### config.mk
export PLATFORM = sky130hd
export DESIGN_NAME = tod_counter
export DESIGN_NICKNAME = d
export VERILOG_FILES = /design/src/rtl/tod_pkg.sv /design/src/rtl/tod_ctrl.sv /design/src/rtl/tod_datapath.sv /design/src/rtl/tod_counter.sv
export SDC_FILE = /design/constraint.sdc
export NUM_CORES = 1
export LEC_CHECK = 0
export BUFFER_PORTS_ARGS = -buffer_cell sky130_fd_sc_hd__clkbuf_2
export CAP_MARGIN = 15
export CORE_MARGIN = 4
export CORE_UTILIZATION = 30
export CTS_BUF_LIST = sky130_fd_sc_hd__clkbuf_16
export DETAILED_ROUTE_END_ITERATION = 7
export PLACE_DENSITY_LB_ADDON = 0.05
export SLEW_MARGIN = 15
export SYNTH_ARGS = -nofsm -noshare
export SYNTH_HDL_FRONTEND = slang
export SYNTH_HIERARCHICAL = 1
export SYNTH_SLANG_ARGS = --single-unit
### constraint.sdc
create_clock -name clk -period 11.64 [get_ports clk]
set_input_delay 1.164 -clock clk [delete_from_list [all_inputs] [get_ports clk]]
set_output_delay 1.164 -clock clk [all_outputs]
set_load 0.03 [all_outputs]
### src/rtl/tod_pkg.sv
package tod_pkg;
  localparam int unsigned ADDR_W = 3;

  localparam logic [ADDR_W-1:0] REG_CFG  = 3'd0;
  localparam logic [ADDR_W-1:0] REG_CCNT = 3'd1;
  localparam logic [ADDR_W-1:0] REG_SLOW = 3'd2;
  localparam logic [ADDR_W-1:0] REG_TLO  = 3'd3;
  localparam logic [ADDR_W-1:0] REG_THI  = 3'd4;
  localparam logic [ADDR_W-1:0] REG_STAT = 3'd5;

  // strobes from control to datapath, one set per tick
  typedef struct packed {
    logic advance;   // counting enabled this tick
    logic useComp;   // this tick takes the compensation step
    logic loadHi;    // stash pending high word
    logic loadTime;  // load full time from low write + pending high
    logic latchHi;   // low word read: freeze high word
    logic clrOvf;    // software clears overflow
  } todStrobe_t;
endpackage

### src/rtl/tod_ctrl.sv
module tod_ctrl
  import tod_pkg::*;
#(
  parameter int unsigned DATA_W     = 32,
  parameter int unsigned DEF_INC_W  = 4,
  parameter int unsigned COMP_INC_W = 12,
  parameter int unsigned CCNT_W     = 24
) (
  input  logic                  clk,
  input  logic                  rstN,
  input  logic                  wrEn,
  input  logic                  rdEn,
  input  logic [ADDR_W-1:0]     addr,
  input  logic [DATA_W-1:0]     wrData,
  output todStrobe_t            strobe,
  output logic [DEF_INC_W-1:0]  defInc,
  output logic [COMP_INC_W-1:0] compInc,
  output logic [DATA_W-1:0]     cfgWord,
  output logic [CCNT_W-1:0]     compCount,
  output logic [DATA_W-1:0]     slowPeriod
);
  localparam int unsigned DEF_LSB  = 4;
  localparam int unsigned COMP_LSB = DEF_LSB + DEF_INC_W;
  localparam int unsigned COMP_MSB = COMP_LSB + COMP_INC_W - 1;
  localparam logic [DATA_W-1:0] CCNT_LIMIT = DATA_W'((64'd1 << CCNT_W) - 64'd1);

  logic              cfgEn;
  logic [DATA_W-1:0] tickLeft;
  logic              slowOn;
  logic              expire;

  wire wrCfg  = wrEn && (addr == REG_CFG);
  wire wrCcnt = wrEn && (addr == REG_CCNT);
  wire wrSlow = wrEn && (addr == REG_SLOW);

  assign slowOn = (slowPeriod != '0);
  assign expire = slowOn && (tickLeft <= DATA_W'(1));

  always_ff @(posedge clk or negedge rstN) begin
    if (!rstN) begin
      cfgEn     <= 1'b0;
      defInc    <= '0;
      compInc   <= '0;
      compCount <= '0;
    end else begin
      if (wrCfg) begin
        cfgEn   <= wrData[0];
        defInc  <= wrData[COMP_LSB-1:DEF_LSB];
        compInc <= wrData[COMP_MSB:COMP_LSB];
      end
      if (wrCcnt) begin
        if (wrData > CCNT_LIMIT) compCount <= '1;
        else                     compCount <= wrData[CCNT_W-1:0];
      end
    end
  end

  // slow compensation countdown, reloads from the period on expiry
  always_ff @(posedge clk or negedge rstN) begin
    if (!rstN) begin
      slowPeriod <= '0;
      tickLeft   <= '0;
    end else if (wrSlow) begin
      slowPeriod <= wrData;
      tickLeft   <= wrData;
    end else if (cfgEn && slowOn) begin
      tickLeft <= expire ? slowPeriod : tickLeft - DATA_W'(1);
    end
  end

  always_comb begin
    strobe.advance  = cfgEn;
    strobe.useComp  = cfgEn && expire;
    strobe.loadHi   = wrEn && (addr == REG_THI);
    strobe.loadTime = wrEn && (addr == REG_TLO);
    strobe.latchHi  = rdEn && (addr == REG_TLO);
    strobe.clrOvf   = wrEn && (addr == REG_STAT) && wrData[0];
  end

  always_comb begin
    cfgWord                    = '0;
    cfgWord[0]                 = cfgEn;
    cfgWord[COMP_LSB-1:DEF_LSB] = defInc;
    cfgWord[COMP_MSB:COMP_LSB]  = compInc;
  end
endmodule

### src/rtl/tod_datapath.sv
module tod_datapath
  import tod_pkg::*;
#(
  parameter int unsigned CNT_W      = 64,
  parameter int unsigned DATA_W     = 32,
  parameter int unsigned DEF_INC_W  = 4,
  parameter int unsigned COMP_INC_W = 12
) (
  input  logic                    clk,
  input  logic                    rstN,
  input  todStrobe_t              strobe,
  input  logic [DEF_INC_W-1:0]    defInc,
  input  logic [COMP_INC_W-1:0]   compInc,
  input  logic [DATA_W-1:0]       wrData,
  output logic [CNT_W-1:0]        timeNow,
  output logic [CNT_W-DATA_W-1:0] hiShadow,
  output logic                    ovfFlag
);
  localparam int unsigned HI_W = CNT_W - DATA_W;

  logic [HI_W-1:0]  pendingHi;
  logic [CNT_W-1:0] stepVal;
  logic [CNT_W:0]   sum;

  always_comb begin
    stepVal = strobe.useComp ? CNT_W'(compInc) : CNT_W'(defInc);
    sum     = {1'b0, timeNow} + {1'b0, stepVal};
  end

  always_ff @(posedge clk or negedge rstN) begin
    if (!rstN) begin
      timeNow   <= '0;
      pendingHi <= '0;
      hiShadow  <= '0;
      ovfFlag   <= 1'b0;
    end else begin
      if (strobe.loadHi) pendingHi <= wrData[HI_W-1:0];
      if (strobe.loadTime)     timeNow <= {pendingHi, wrData};
      else if (strobe.advance) timeNow <= sum[CNT_W-1:0];
      if (strobe.latchHi) hiShadow <= timeNow[CNT_W-1:DATA_W];
      if (strobe.advance && !strobe.loadTime && sum[CNT_W]) ovfFlag <= 1'b1;
      else if (strobe.clrOvf)                               ovfFlag <= 1'b0;
    end
  end
endmodule

### src/rtl/tod_counter.sv
module tod_counter
  import tod_pkg::*;
#(
  parameter int unsigned CNT_W      = 64,
  parameter int unsigned DATA_W     = 32,
  parameter int unsigned DEF_INC_W  = 4,
  parameter int unsigned COMP_INC_W = 12,
  parameter int unsigned CCNT_W     = 24
) (
  input  logic              clk,
  input  logic              rstN,
  input  logic              wrEn,
  input  logic              rdEn,
  input  logic [ADDR_W-1:0] addr,
  input  logic [DATA_W-1:0] wrData,
  output logic [DATA_W-1:0] rdData
);
  localparam int unsigned HI_W = CNT_W - DATA_W;

  todStrobe_t            strobe;
  logic [DEF_INC_W-1:0]  defInc;
  logic [COMP_INC_W-1:0] compInc;
  logic [DATA_W-1:0]     cfgWord;
  logic [CCNT_W-1:0]     compCount;
  logic [DATA_W-1:0]     slowPeriod;
  logic [CNT_W-1:0]      timeNow;
  logic [HI_W-1:0]       hiShadow;
  logic                  ovfFlag;
  logic                  cntEnable;

  assign cntEnable = strobe.advance;

  tod_ctrl #(
    .DATA_W(DATA_W), .DEF_INC_W(DEF_INC_W), .COMP_INC_W(COMP_INC_W), .CCNT_W(CCNT_W)
  ) ctrl_i (
    .clk(clk), .rstN(rstN), .wrEn(wrEn), .rdEn(rdEn), .addr(addr), .wrData(wrData),
    .strobe(strobe), .defInc(defInc), .compInc(compInc), .cfgWord(cfgWord),
    .compCount(compCount), .slowPeriod(slowPeriod)
  );

  tod_datapath #(
    .CNT_W(CNT_W), .DATA_W(DATA_W), .DEF_INC_W(DEF_INC_W), .COMP_INC_W(COMP_INC_W)
  ) dp_i (
    .clk(clk), .rstN(rstN), .strobe(strobe), .defInc(defInc), .compInc(compInc),
    .wrData(wrData), .timeNow(timeNow), .hiShadow(hiShadow), .ovfFlag(ovfFlag)
  );

  always_comb begin
    rdData = '0;
    if (rdEn) begin
      unique case (addr)
        REG_CFG:  rdData = cfgWord;
        REG_CCNT: rdData = DATA_W'(compCount);
        REG_SLOW: rdData = slowPeriod;
        REG_TLO:  rdData = timeNow[DATA_W-1:0];
        REG_THI:  rdData = DATA_W'(hiShadow);
        REG_STAT: rdData = DATA_W'(ovfFlag);
        default:  rdData = '0;
      endcase
    end
  end
endmodule

==> results.md <==
- Status: completed
- Total GRT Usage: 20.6%
- Total leakage power: 6.06 nW
- Ys flop type: dfrtp_1
- Synth area leader: dfrtp_1
- VDD IR max: 113 µV
- Final setup TNS: 0 ns
- GPL Wtd Cong: 0.844
- Die X: 221 µm
- Layout area overhead: 12.7%
- Multi-input logic area: 0.00717 mm²
- Max_cap viols: 0
- Yosys warns: 6
- Hold Violations, Final: 0
- Setup crit start kind: register
- Total core area: 0.0446 mm²
- Root Driver: clkbuf_16
- Post-DRT Antenna Nets: 0
- CTS tree: done
- Drt drc: 0
- Initial core utilization: 30.6%
- Crit path DAT: 5.67 ns
- Endpoints failing setup: 0
- Post-synth EDFFs: 0
- CTS Buffer Depth: 3
- # resized after CTS: 0
- Worst r2r path cells: 15
- Final Max Slew Viols: 0
- Grt ovf: 0
- Top cell type's share of synthesized area: 42.9%
- Worst Skew: 0.0177 ns
- Fillers: 4613
- Non-filler cells, final: 2067
- HP Class: reg2reg
- Initial antenna violation count: 1
- H-Tree Depth: 1
- Worst endpoint required time: 12.06 ns
- Hpwl dp: 36.9 mm
- Reg2reg end: dp_i/timeNow[42]
- Vias in the first global route: 11.3k
- Num ports: 71
- Cts hold-fix bufs: 0
- F_max: 191 MHz
- Vias after detailed routing: 11.3k
- Layout cell share with drive strength beyond 1: 20.4%
- Seq cells post-synth: 234
- Insertion delay to the later sink of the worst-skew pair: 0.57 ns
- Worst setup startpoint: ctrl_i/tickLeft[6]
- Slew margin rel.: 34.1%
- Dpl ws: 6.34 ns
- Die Area: 0.0490 mm²
- Worst R2R Setup Slack: 6.39 ns
- TritonCTS Buffers: 30
- Clock transition at path regs: 0.06 ns
- Reg2Reg Launch Point: ctrl_i/tickLeft[6]
- Die Y: 221 µm
- Wire per inst: 25.1 µm
- Setup crit end: dp_i/timeNow[42]
- Port Buffers: 70
- Peak fanout along the critical path: 15
- First-pass GRT wire length: 77.3 mm
- DRT iter0 DRCs: 877
- Number of library cell types mapped by synthesis: 79
- Sequential Area: 0.00586 mm²
- RSZ-0062 raised after global routing: no
- Row count: 77
- Pin count of the biggest net entering global routing: 155
- 1st-pass router iterations: 5
- Post-Place Cells: 2009
- Power per cell area: 198 mW/mm²
- Post-Syn Area: 0.0136 mm²
- CTS sink cnt: 234
- Avg Inst Size Synth: 9.52 µm²
- Tmin final: 5.25 ns
- Worst Setup End Kind: register
- Routed wire length: 51.9 mm
- Vias per Instance: 5.49
- Final WS setup: 6.39 ns
- Syn Inst Count: 1433
- Register area share after synthesis: 42.9%
- Worst slew pin tran: 0.987 ns
- Post-CTS Setup Bufs: 0
- Final Cycle Share: 45.1%
- Crit path kind: reg2reg
- Area contributors post-synth: dfrtp_1 43%, mux2_2 8.9%, nand2_1 5.6%
- Nets: 1504
- Asr flop ratio synth: 100%
## kinds of logic (layout without fill, tap and decap cells)
| family | Yosys count | after routing | synth area share, % |
|---|---|---|---|
| XOR/XNOR | 55 | 55 | 3.53 |
| buffers and inverters | 139 | 166 | 5.30 |
| AND/OR/NAND/NOR | 529 | 529 | 19.9 |
| adder cells (fa/ha/maj) | 15 | 15 | 1.43 |
| multiplexers | 116 | 116 | 9.59 |
| flip-flops | 234 | 234 | 42.9 |
| AO/OA/AOI/OAI | 344 | 344 | 17.3 |
| other | 1 | 16 | 0.0275 |
## power breakdown
group          switching [mW]  total [mW]  internal (mW)
sequential              0.283        1.32           1.03
combinational           0.425       0.775          0.350
clock                   0.392       0.961          0.569
total                    1.10        3.05           1.95
## placed cells by master (no fill, tap or decap), types with 14 or more instances in the layout
cell type	Yosys	layout
or3_1	22	22
clkbuf_2	0	70
nor4_1	29	29
a21oi_1	48	48
xnor2_1	42	42
clkbuf_16	0	31
conb_1	1	15
nand3_1	38	38
nand2_1	203	202
nor3_1	30	27
mux2_2	108	108
nor2_1	70	68
nand2b_1	19	19
a31oi_1	20	20
o211ai_1	16	16
buf_4	35	20
o22a_1	32	32
inv_1	17	21
dfrtp_1	234	234
a22oi_1	43	43
ha_1	14	14
nand4_1	30	30
o21ai_0	87	87
and2_1	17	16
## critical path, stage by stage (launching register included)
cell	delay, ns
dfrtp_1	0.43
nor3_1	0.63
nand4_2	0.41
or4_1	0.53
nor4b_2	0.25
buf_4	0.22
mux2_2	0.35
ha_1	0.21
fa_1	0.42
a211oi_1	0.36
o211ai_1	0.19
a21oi_1	0.23
buf_4	0.27
or3_1	0.33
xor2_1	0.16
o21ai_0	0.08
## flip-flops by register name, indices dropped and copies added (netlist names)
register and flops:
ctrl_i/slowPeriod 32, ctrl_i/defInc 4, ctrl_i/compCount 24, ctrl_i/tickLeft 32
dp_i/timeNow 64, ctrl_i/compInc 12, dp_i/pendingHi 32, ctrl_i/cfgEn 1
dp_i/hiShadow 32, dp_i/ovfFlag 1
## metrics by stage
step                total power [mW]  hold slack [ns]  cell area, µm²  utilization [%]
finish                          3.05            0.486           15400             34.5
global route                    3.23            0.519           15400             34.5
CTS                             3.08            0.494           15400             34.5
detailed placement              2.10            0.470           14400             32.2
global placement                2.10            0.471           14400             32.2
floorplan                       1.81            0.448           13700                -
## synthesized netlist by cell type, drive strengths merged, types with 14 or more instances
cell type	number
xnor2	42
nor3	30
ha	14
mux2	108
nor4	34
inv	17
nor2	72
nand3	38
nand4	33
or3	22
o21ai	89
nand2	203
o211ai	16
nand2b	19
buf	69
a21oi	58
dfrtp	234
or4	14
a22oi	53
a31oi	20
o22a	32
clkbuf	52
and2	18
## worst min-delay path by stage
stage	start	to	slack [ns]	cells past startpoint
final	dp_i/pendingHi[14]	dp_i/timeNow[46]	0.49	2
after global routing	ctrl_i/compCount[23]	ctrl_i/compCount[23]	0.52	1
after CTS	dp_i/pendingHi[14]	dp_i/timeNow[46]	0.49	2
after detailed placement	dp_i/pendingHi[12]	dp_i/timeNow[44]	0.47	2
after global placement	dp_i/pendingHi[0]	dp_i/timeNow[32]	0.47	2
after floorplan	dp_i/pendingHi[20]	dp_i/timeNow[52]	0.45	2
## per-layer routing
layer  part of all wire (%)  vias up  global-route usage, %
li1                       -     5256                      -
met1                     48     5761                   30.4
met2                     46      266                   32.6
met3                    4.2       57                   2.80
met4                    2.0        0                   3.95
met5                      0        -                      0
## cell type report
class | instances | area share (%)
clock buffer | 31 | 5.04
multi-input combinational | 1074 | 46.6
antenna | 1 | 0.0163
sequential | 234 | 38.1
clock inverter | 25 | 1.47
tap | 592 | 4.82
timing repair buffer | 92 | 3.48
inverter | 18 | 0.439
(Power assumes the default switching activity.)
